[config.mk]
export PLATFORM = sky130hd
export DESIGN_NAME = flash_erase_ctrl
export DESIGN_NICKNAME = d
export VERILOG_FILES = /design/src/rtl/flash_erase_pkg.sv /design/src/rtl/bit_sync.sv /design/src/rtl/spi_front.sv /design/src/rtl/erase_timer.sv /design/src/rtl/flash_erase_ctrl.sv
export SDC_FILE = /design/constraint.sdc
export NUM_CORES = 1
export LEC_CHECK = 0
export CAP_MARGIN = 20
export CORE_UTILIZATION = 45
export CTS_CLUSTER_SIZE = 10
export DETAILED_ROUTE_END_ITERATION = 16
export DONT_BUFFER_PORTS = 1
export GPL_ROUTABILITY_DRIVEN = 0
export PLACE_DENSITY = 0.66
export SLEW_MARGIN = 20
export SYNTH_ARGS = -nofsm -noshare
export SYNTH_HDL_FRONTEND = slang
export SYNTH_SLANG_ARGS = --single-unit
[constraint.sdc]
create_clock -name clk -period 4.6 [get_ports clk]
set_input_delay 0.69 -clock clk [delete_from_list [all_inputs] [get_ports clk]]
set_output_delay 0.69 -clock clk [all_outputs]
set_load 0.02 [all_outputs]
[src/rtl/flash_erase_pkg.sv]
package flash_erase_pkg;

   localparam logic [7:0] OPC_WR_ENABLE = 8'h06;
   localparam logic [7:0] OPC_RD_STATUS = 8'h05;
   localparam logic [7:0] OPC_ERASE_ALL = 8'hC7;

   // status byte as seen on the serial output, MSB first
   typedef struct packed {
      logic [2:0] spare;
      logic [2:0] prot;
      logic       wen;
      logic       busy;
   } stat_t;

endpackage

[src/rtl/bit_sync.sv]
module bit_sync #(
   parameter int          WIDTH   = 1,
   parameter int          STAGES  = 2,
   parameter logic [WIDTH-1:0] RST_VAL = '0
) (
   input  logic             clk,
   input  logic             rst_n,
   input  logic [WIDTH-1:0] d,
   output logic [WIDTH-1:0] q
);

   if (STAGES < 2) begin : g_bad_stages
      $error("bit_sync: STAGES must be at least 2");
   end
   if (WIDTH < 1) begin : g_bad_width
      $error("bit_sync: WIDTH must be at least 1");
   end

   logic [STAGES-1:0][WIDTH-1:0] chain;

   always_ff @(posedge clk or negedge rst_n) begin
      if (!rst_n) begin
         for (int k = 0; k < STAGES; k++) chain[k] <= RST_VAL;
      end else begin
         chain[0] <= d;
         for (int k = 1; k < STAGES; k++) chain[k] <= chain[k-1];
      end
   end

   assign q = chain[STAGES-1];

endmodule

[src/rtl/spi_front.sv]
module spi_front #(
   parameter int SYNC_STAGES = 2,
   parameter int CNT_W       = 4
) (
   input  logic       clk,
   input  logic       rst_n,
   input  logic       cs_n,
   input  logic       sck,
   input  logic       mosi,
   input  logic       tx_en,
   input  logic [7:0] tx_byte,
   output logic       miso,
   output logic       sel_fall,
   output logic       sel_rise,
   output logic       op_valid,
   output logic [7:0] op_byte,
   output logic       exact8
);

   if (CNT_W < 4) begin : g_bad_cnt
      $error("spi_front: CNT_W must hold a count of 9");
   end

   localparam logic [CNT_W-1:0] CNT_MAX = '1;
   localparam logic [CNT_W-1:0] CNT_7   = CNT_W'(7);
   localparam logic [CNT_W-1:0] CNT_8   = CNT_W'(8);

   logic [2:0] raw, syn;
   logic cs_s, sck_s, mosi_s, cs_d, sck_d;
   logic sck_rise, sck_fall;
   logic [CNT_W-1:0] bit_cnt;
   logic [7:0] shreg;
   logic [2:0] tx_idx;
   logic miso_q;

   assign raw = {cs_n, sck, mosi};

   bit_sync #(.WIDTH(3), .STAGES(SYNC_STAGES), .RST_VAL(3'b100)) i_sync (
      .clk(clk), .rst_n(rst_n), .d(raw), .q(syn)
   );

   assign {cs_s, sck_s, mosi_s} = syn;

   always_ff @(posedge clk or negedge rst_n) begin
      if (!rst_n) begin
         cs_d  <= 1'b1;
         sck_d <= 1'b0;
      end else begin
         cs_d  <= cs_s;
         sck_d <= sck_s;
      end
   end

   assign sel_fall = cs_d & ~cs_s;
   assign sel_rise = ~cs_d & cs_s;
   assign sck_rise = ~cs_s & sck_s & ~sck_d;
   assign sck_fall = ~cs_s & ~sck_s & sck_d;

   // bit counter saturates so any count past 8 stays "not exactly 8"
   always_ff @(posedge clk or negedge rst_n) begin
      if (!rst_n) begin
         bit_cnt  <= '0;
         shreg    <= '0;
         op_valid <= 1'b0;
      end else begin
         op_valid <= sck_rise && (bit_cnt == CNT_7);
         if (sel_fall) begin
            bit_cnt <= '0;
         end else if (sck_rise) begin
            shreg <= {shreg[6:0], mosi_s};
            if (bit_cnt != CNT_MAX) bit_cnt <= bit_cnt + 1'b1;
         end
      end
   end

   assign op_byte = shreg;
   assign exact8  = (bit_cnt == CNT_8);

   always_ff @(posedge clk or negedge rst_n) begin
      if (!rst_n) begin
         tx_idx <= 3'd7;
         miso_q <= 1'b0;
      end else if (cs_s) begin
         tx_idx <= 3'd7;
         miso_q <= 1'b0;
      end else if (sck_fall && tx_en) begin
         miso_q <= tx_byte[tx_idx];
         tx_idx <= tx_idx - 1'b1;
      end
   end

   assign miso = miso_q;

   assert_miso_idle_R12: assert property (@(posedge clk) disable iff (!rst_n)
      cs_s |=> !miso_q);

   assert_opcode_on_byte_R8: assert property (@(posedge clk) disable iff (!rst_n)
      op_valid |-> exact8);

endmodule

[src/rtl/erase_timer.sv]
module erase_timer #(
   parameter int CYCLES = 4096
) (
   input  logic clk,
   input  logic rst_n,
   input  logic start,
   output logic busy
);

   if (CYCLES < 1) begin : g_bad_cycles
      $error("erase_timer: CYCLES must be at least 1");
   end

   localparam int CW = $clog2(CYCLES + 1);
   localparam logic [CW-1:0] LOAD = CW'(CYCLES);

   logic [CW-1:0] remain;

   always_ff @(posedge clk or negedge rst_n) begin
      if (!rst_n)               remain <= '0;
      else if (start)           remain <= LOAD;
      else if (remain != '0)    remain <= remain - 1'b1;
   end

   assign busy = (remain != '0);

   // checker: independent length of the busy run
   logic [CW:0] run_len;

   always_ff @(posedge clk or negedge rst_n) begin
      if (!rst_n)     run_len <= '0;
      else if (busy)  run_len <= run_len + 1'b1;
      else            run_len <= '0;
   end

   assert_busy_length_R5: assert property (@(posedge clk) disable iff (!rst_n)
      $fell(busy) |-> (run_len == (CW+1)'(CYCLES)));

   assert_no_restart_R10: assert property (@(posedge clk) disable iff (!rst_n)
      start |-> !busy);

   assert_start_busy_R4: assert property (@(posedge clk) disable iff (!rst_n)
      start |=> busy);

endmodule

[src/rtl/flash_erase_ctrl.sv]
module flash_erase_ctrl
   import flash_erase_pkg::*;
#(
   parameter int         ERASE_CYCLES = 4096,
   parameter int         SYNC_STAGES  = 2,
   parameter logic [2:0] PROT_INIT    = 3'b000
) (
   input  logic clk,
   input  logic rst_n,
   input  logic spi_cs_n,
   input  logic spi_sck,
   input  logic spi_mosi,
   output logic spi_miso,
   output logic erase_active
);

   localparam logic PROT_CLEAR = (PROT_INIT == 3'b000);

   logic sel_fall, sel_rise, op_valid, exact8;
   logic [7:0] op_byte;
   logic wen, rd_active, erase_armed, erase_start, busy;
   stat_t stat;

   assign stat = '{spare: 3'b000, prot: PROT_INIT, wen: wen, busy: busy};

   spi_front #(.SYNC_STAGES(SYNC_STAGES), .CNT_W(4)) i_front (
      .clk(clk), .rst_n(rst_n),
      .cs_n(spi_cs_n), .sck(spi_sck), .mosi(spi_mosi),
      .tx_en(rd_active), .tx_byte(stat),
      .miso(spi_miso),
      .sel_fall(sel_fall), .sel_rise(sel_rise),
      .op_valid(op_valid), .op_byte(op_byte), .exact8(exact8)
   );

   always_ff @(posedge clk or negedge rst_n) begin
      if (!rst_n) begin
         rd_active   <= 1'b0;
         erase_armed <= 1'b0;
      end else if (sel_fall || sel_rise) begin
         rd_active   <= 1'b0;
         erase_armed <= 1'b0;
      end else if (op_valid) begin
         case (op_byte)
            OPC_RD_STATUS: rd_active   <= 1'b1;
            OPC_ERASE_ALL: erase_armed <= !busy;
            default: ;
         endcase
      end
   end

   assign erase_start = sel_rise && erase_armed && exact8 && wen
                        && PROT_CLEAR && !busy;

   always_ff @(posedge clk or negedge rst_n) begin
      if (!rst_n)
         wen <= 1'b0;
      else if (erase_start)
         wen <= 1'b0;
      else if (op_valid && (op_byte == OPC_WR_ENABLE) && !busy)
         wen <= 1'b1;
   end

   erase_timer #(.CYCLES(ERASE_CYCLES)) i_timer (
      .clk(clk), .rst_n(rst_n), .start(erase_start), .busy(busy)
   );

   assign erase_active = busy;

   assert_wen_cleared_R6: assert property (@(posedge clk) disable iff (!rst_n)
      erase_start |=> !wen);

   assert_start_gated_R4: assert property (@(posedge clk) disable iff (!rst_n)
      erase_start |-> (wen && !busy && exact8));

   assert_busy_holds_wen_R10: assert property (@(posedge clk) disable iff (!rst_n)
      (busy && !wen) |=> !wen);

   if (!PROT_CLEAR) begin : g_protected
      assert_protected_idle_R9: assert property (@(posedge clk) disable iff (!rst_n)
         !erase_active);
   end

endmodule

==> results.sh <==
export IMPL_finalCritPeriodShare_pct=56.3
export IMPL_utilization_pct=52.3
export IMPL_r2r_end="i_front.op_byte[6]"
export IMPL_grt_pass1_vias=1177
export IMPL_setup_viol=0
export IMPL_synth_nets=166
export IMPL_vias=1132
export IMPL_cp_num_buf_inv=1
export IMPL_grtUsageTotal_pct=16.9
export IMPL_drt_pass1_iterations=4
export IMPL_ys_warn_count=0
export IMPL_postCtsHoldBufs=0
export IMPL_worstSetupPathType="register to output pin"
export IMPL_coreArea_mm2=0.00377
export IMPL_grt_max_degree=42
export IMPL_drtIter0Drc=28
export IMPL_multiInputGateArea_um2=709
export IMPL_post_dp_hpwl_mm=2.12
export IMPL_r2r_setup_slack_ns=2.46
export IMPL_area_growth_pct=8.91
export IMPL_fin_ws_ns=2.01
export IMPL_p_leak_uw=0.000917
export IMPL_syn_mean_instance_area_um2=11.8
export IMPL_netlist_area_mm2=0.00181
export IMPL_tns_ns=0
export IMPL_status="completed"
export IMPL_cts_root_buf="clkbuf_8"
export IMPL_syn_inst=154
export IMPL_reg2regPathDepth=3
export IMPL_layout_commonest_cell="dfrtp_1"
export IMPL_nets=171
export IMPL_critPathLaunchType="register"
export IMPL_final_cell_mix="dfrtp_1 (35), inv_1 (11), nand2_1 (10)"
export IMPL_cp_top_family="simple AND/OR/NAND/NOR gates"
export IMPL_ir_drop_mv=0.209
export IMPL_drive_gt1_share_pct=16.3
export IMPL_timing_final_max_slew_violations=0
export IMPL_clkLatencyLatePin_ns=0.30
export IMPL_crit_fanout=10
export IMPL_relSlewSlack_pct=53.9
export IMPL_yosysSeqAreaShare_pct=57.0
export IMPL_powerDensity_mw_per_mm2=379
export IMPL_cp_required_ns=3.91
export IMPL_hold_path_class="primary input to asynchronous set/reset pin"
export IMPL_die_area_mm2=0.00428
export IMPL_ys_ff_latch=41
export IMPL_numCtsBuffers=5
export IMPL_portBuffers=0
export IMPL_grt_setup_unrepaired="false"
export IMPL_critPathSlowestCell="and3_1"
export IMPL_grt_first_pass_wirelength_mm=5.33
export IMPL_netlist_area_leader_share_pct=48.3
export IMPL_total_power_uw=747
export IMPL_wl_mm=2.98
export IMPL_route_detailed_drc=0
export IMPL_final_area_mm2=0.00197
export IMPL_die_w_um=65.5
export IMPL_via_per_inst=5.44
export IMPL_core_rowCount=22
export IMPL_wl_per_cell_um=14.3
export IMPL_synth_top_cell_by_area="dfrtp_1"
export IMPL_cts_sinks=41
export IMPL_ff_latch_area_mm2=0.00103
export IMPL_cts_clk_slew_worst_paths_ns=0.08
export IMPL_initial_core_util_pct=48.0
export IMPL_dp_worst_setup_slack_ns=2.39
export IMPL_path_cells="nor4_1 -> and3_1 -> inv_6"
export IMPL_ios=7
export IMPL_cts_resized=0
export IMPL_cts_tree="done"
export IMPL_cts_buffer_depth=2
export IMPL_antenna_found_initial=0
export IMPL_startpoint="i_timer.remain[7]"
export IMPL_dieHeight_um=65.5
export IMPL_hold_violations=0
export IMPL_cts_max_level=2
export IMPL_post_cts_repair_setup_buffers=0
export IMPL_worst_path_largest_cell_delay_ns=0.54
export IMPL_fmax_mhz=386
export IMPL_fin_skew_ns=0.0112
export IMPL_ys_types=35
export IMPL_ant_nets=0
export IMPL_worst_pin_slew_ns=0.691
export IMPL_fillers=316
export IMPL_worstPathArrival_ns=1.90
export IMPL_synth_area_leaders="dfrtp_1 (48%), dfstp_2 (8.7%), ha_1 (4.8%)"
export IMPL_placed_area_mm2=0.00185
export IMPL_end_kind="output pin"
export IMPL_layout_min_cycle_time_ns=2.59
export IMPL_n_antenna_cell=0
export IMPL_grt_overflow=0
export IMPL_worstReg2RegStart="i_front.i_sync.q[2]"
export IMPL_maxCapViolations=0
layer usage:
metal	track usage, %	vias to the layer above	wire length [um]
li1	-	541	-
met1	20.1	565	1330
met2	28.0	21	1510
met3	5.73	5	97
met4	6.52	0	48
met5	0	-	0
kinds of logic (layout without fill, tap and decap cells):
family / after synthesis / after routing / synth area share, %
AND/OR/NAND/NOR: 54 / 54 / 18.0
flip-flops: 41 / 41 / 57.0
AO/OA/AOI/OAI: 17 / 17 / 5.25
buffers and inverters: 14 / 20 / 3.80
XOR/XNOR: 13 / 13 / 6.28
multiplexers: 8 / 8 / 4.83
adder cells (fa/ha/maj): 7 / 7 / 4.83
state kept, by name, indices dropped and copies added (netlist names), 3 cells and up:
name                  count
i_front.i_sync.q          3
i_front.op_byte           8
i_front.bit_cnt           4
i_front.tx_idx            3
i_front.i_sync.chain      3
i_timer.remain           13
per-stage QoR:
stage	hold WS, ns	std cells
3_5_place_dp	0.337	200
2_1_floorplan	0.331	154
3_3_place_gp	0.336	200
4_1_cts	0.0677	208
6_report	0.0749	208
5_1_grt	0.0560	208
worst max path at each step:
stage	to	slack, ns	cells past startpoint
3_3_place_gp	erase_active	2.46	5
6_report	erase_active	2.01	3
2_1_floorplan	erase_active	2.69	6
5_1_grt	erase_active	1.89	3
4_1_cts	erase_active	2.05	3
3_5_place_dp	erase_active	2.39	3
synthesized netlist by cell type (all sizes together):
cell type	count
nand2b	1
nor3	4
a41oi	1
and4b	2
nor4b	1
nand4	3
dfrtp	35
nand2	10
nor4	6
xnor2	8
nand4b	1
nand3b	1
a31oi	1
o21a	1
mux2	6
nor2	7
xor2	5
inv	12
or4	1
nor3b	2
nand3	7
o21ai	7
or3b	2
buf	2
o211ai	1
nor2b	3
mux2i	2
and3	3
ha	7
a21oi	6
dfstp	6
report_power, final:
part	total (uW)	internal [uW]	leakage, uW	switching [uW]
combinational	39.8	23.4	0.000326	16.4
clock	300	176	0.0000574	124
sequential	407	387	0.000534	19.9
total	747	587	0.000917	160
cell type report:
| type | count | area share (%) |
|---|---|---|
| sequential | 41 | 52.4 |
| clock buffer | 6 | 4.19 |
| multi-input combinational | 99 | 36.0 |
| tap | 48 | 3.04 |
| clock inverter | 2 | 1.90 |
| inverter | 12 | 2.54 |
Power figures use the tool's default switching activity.
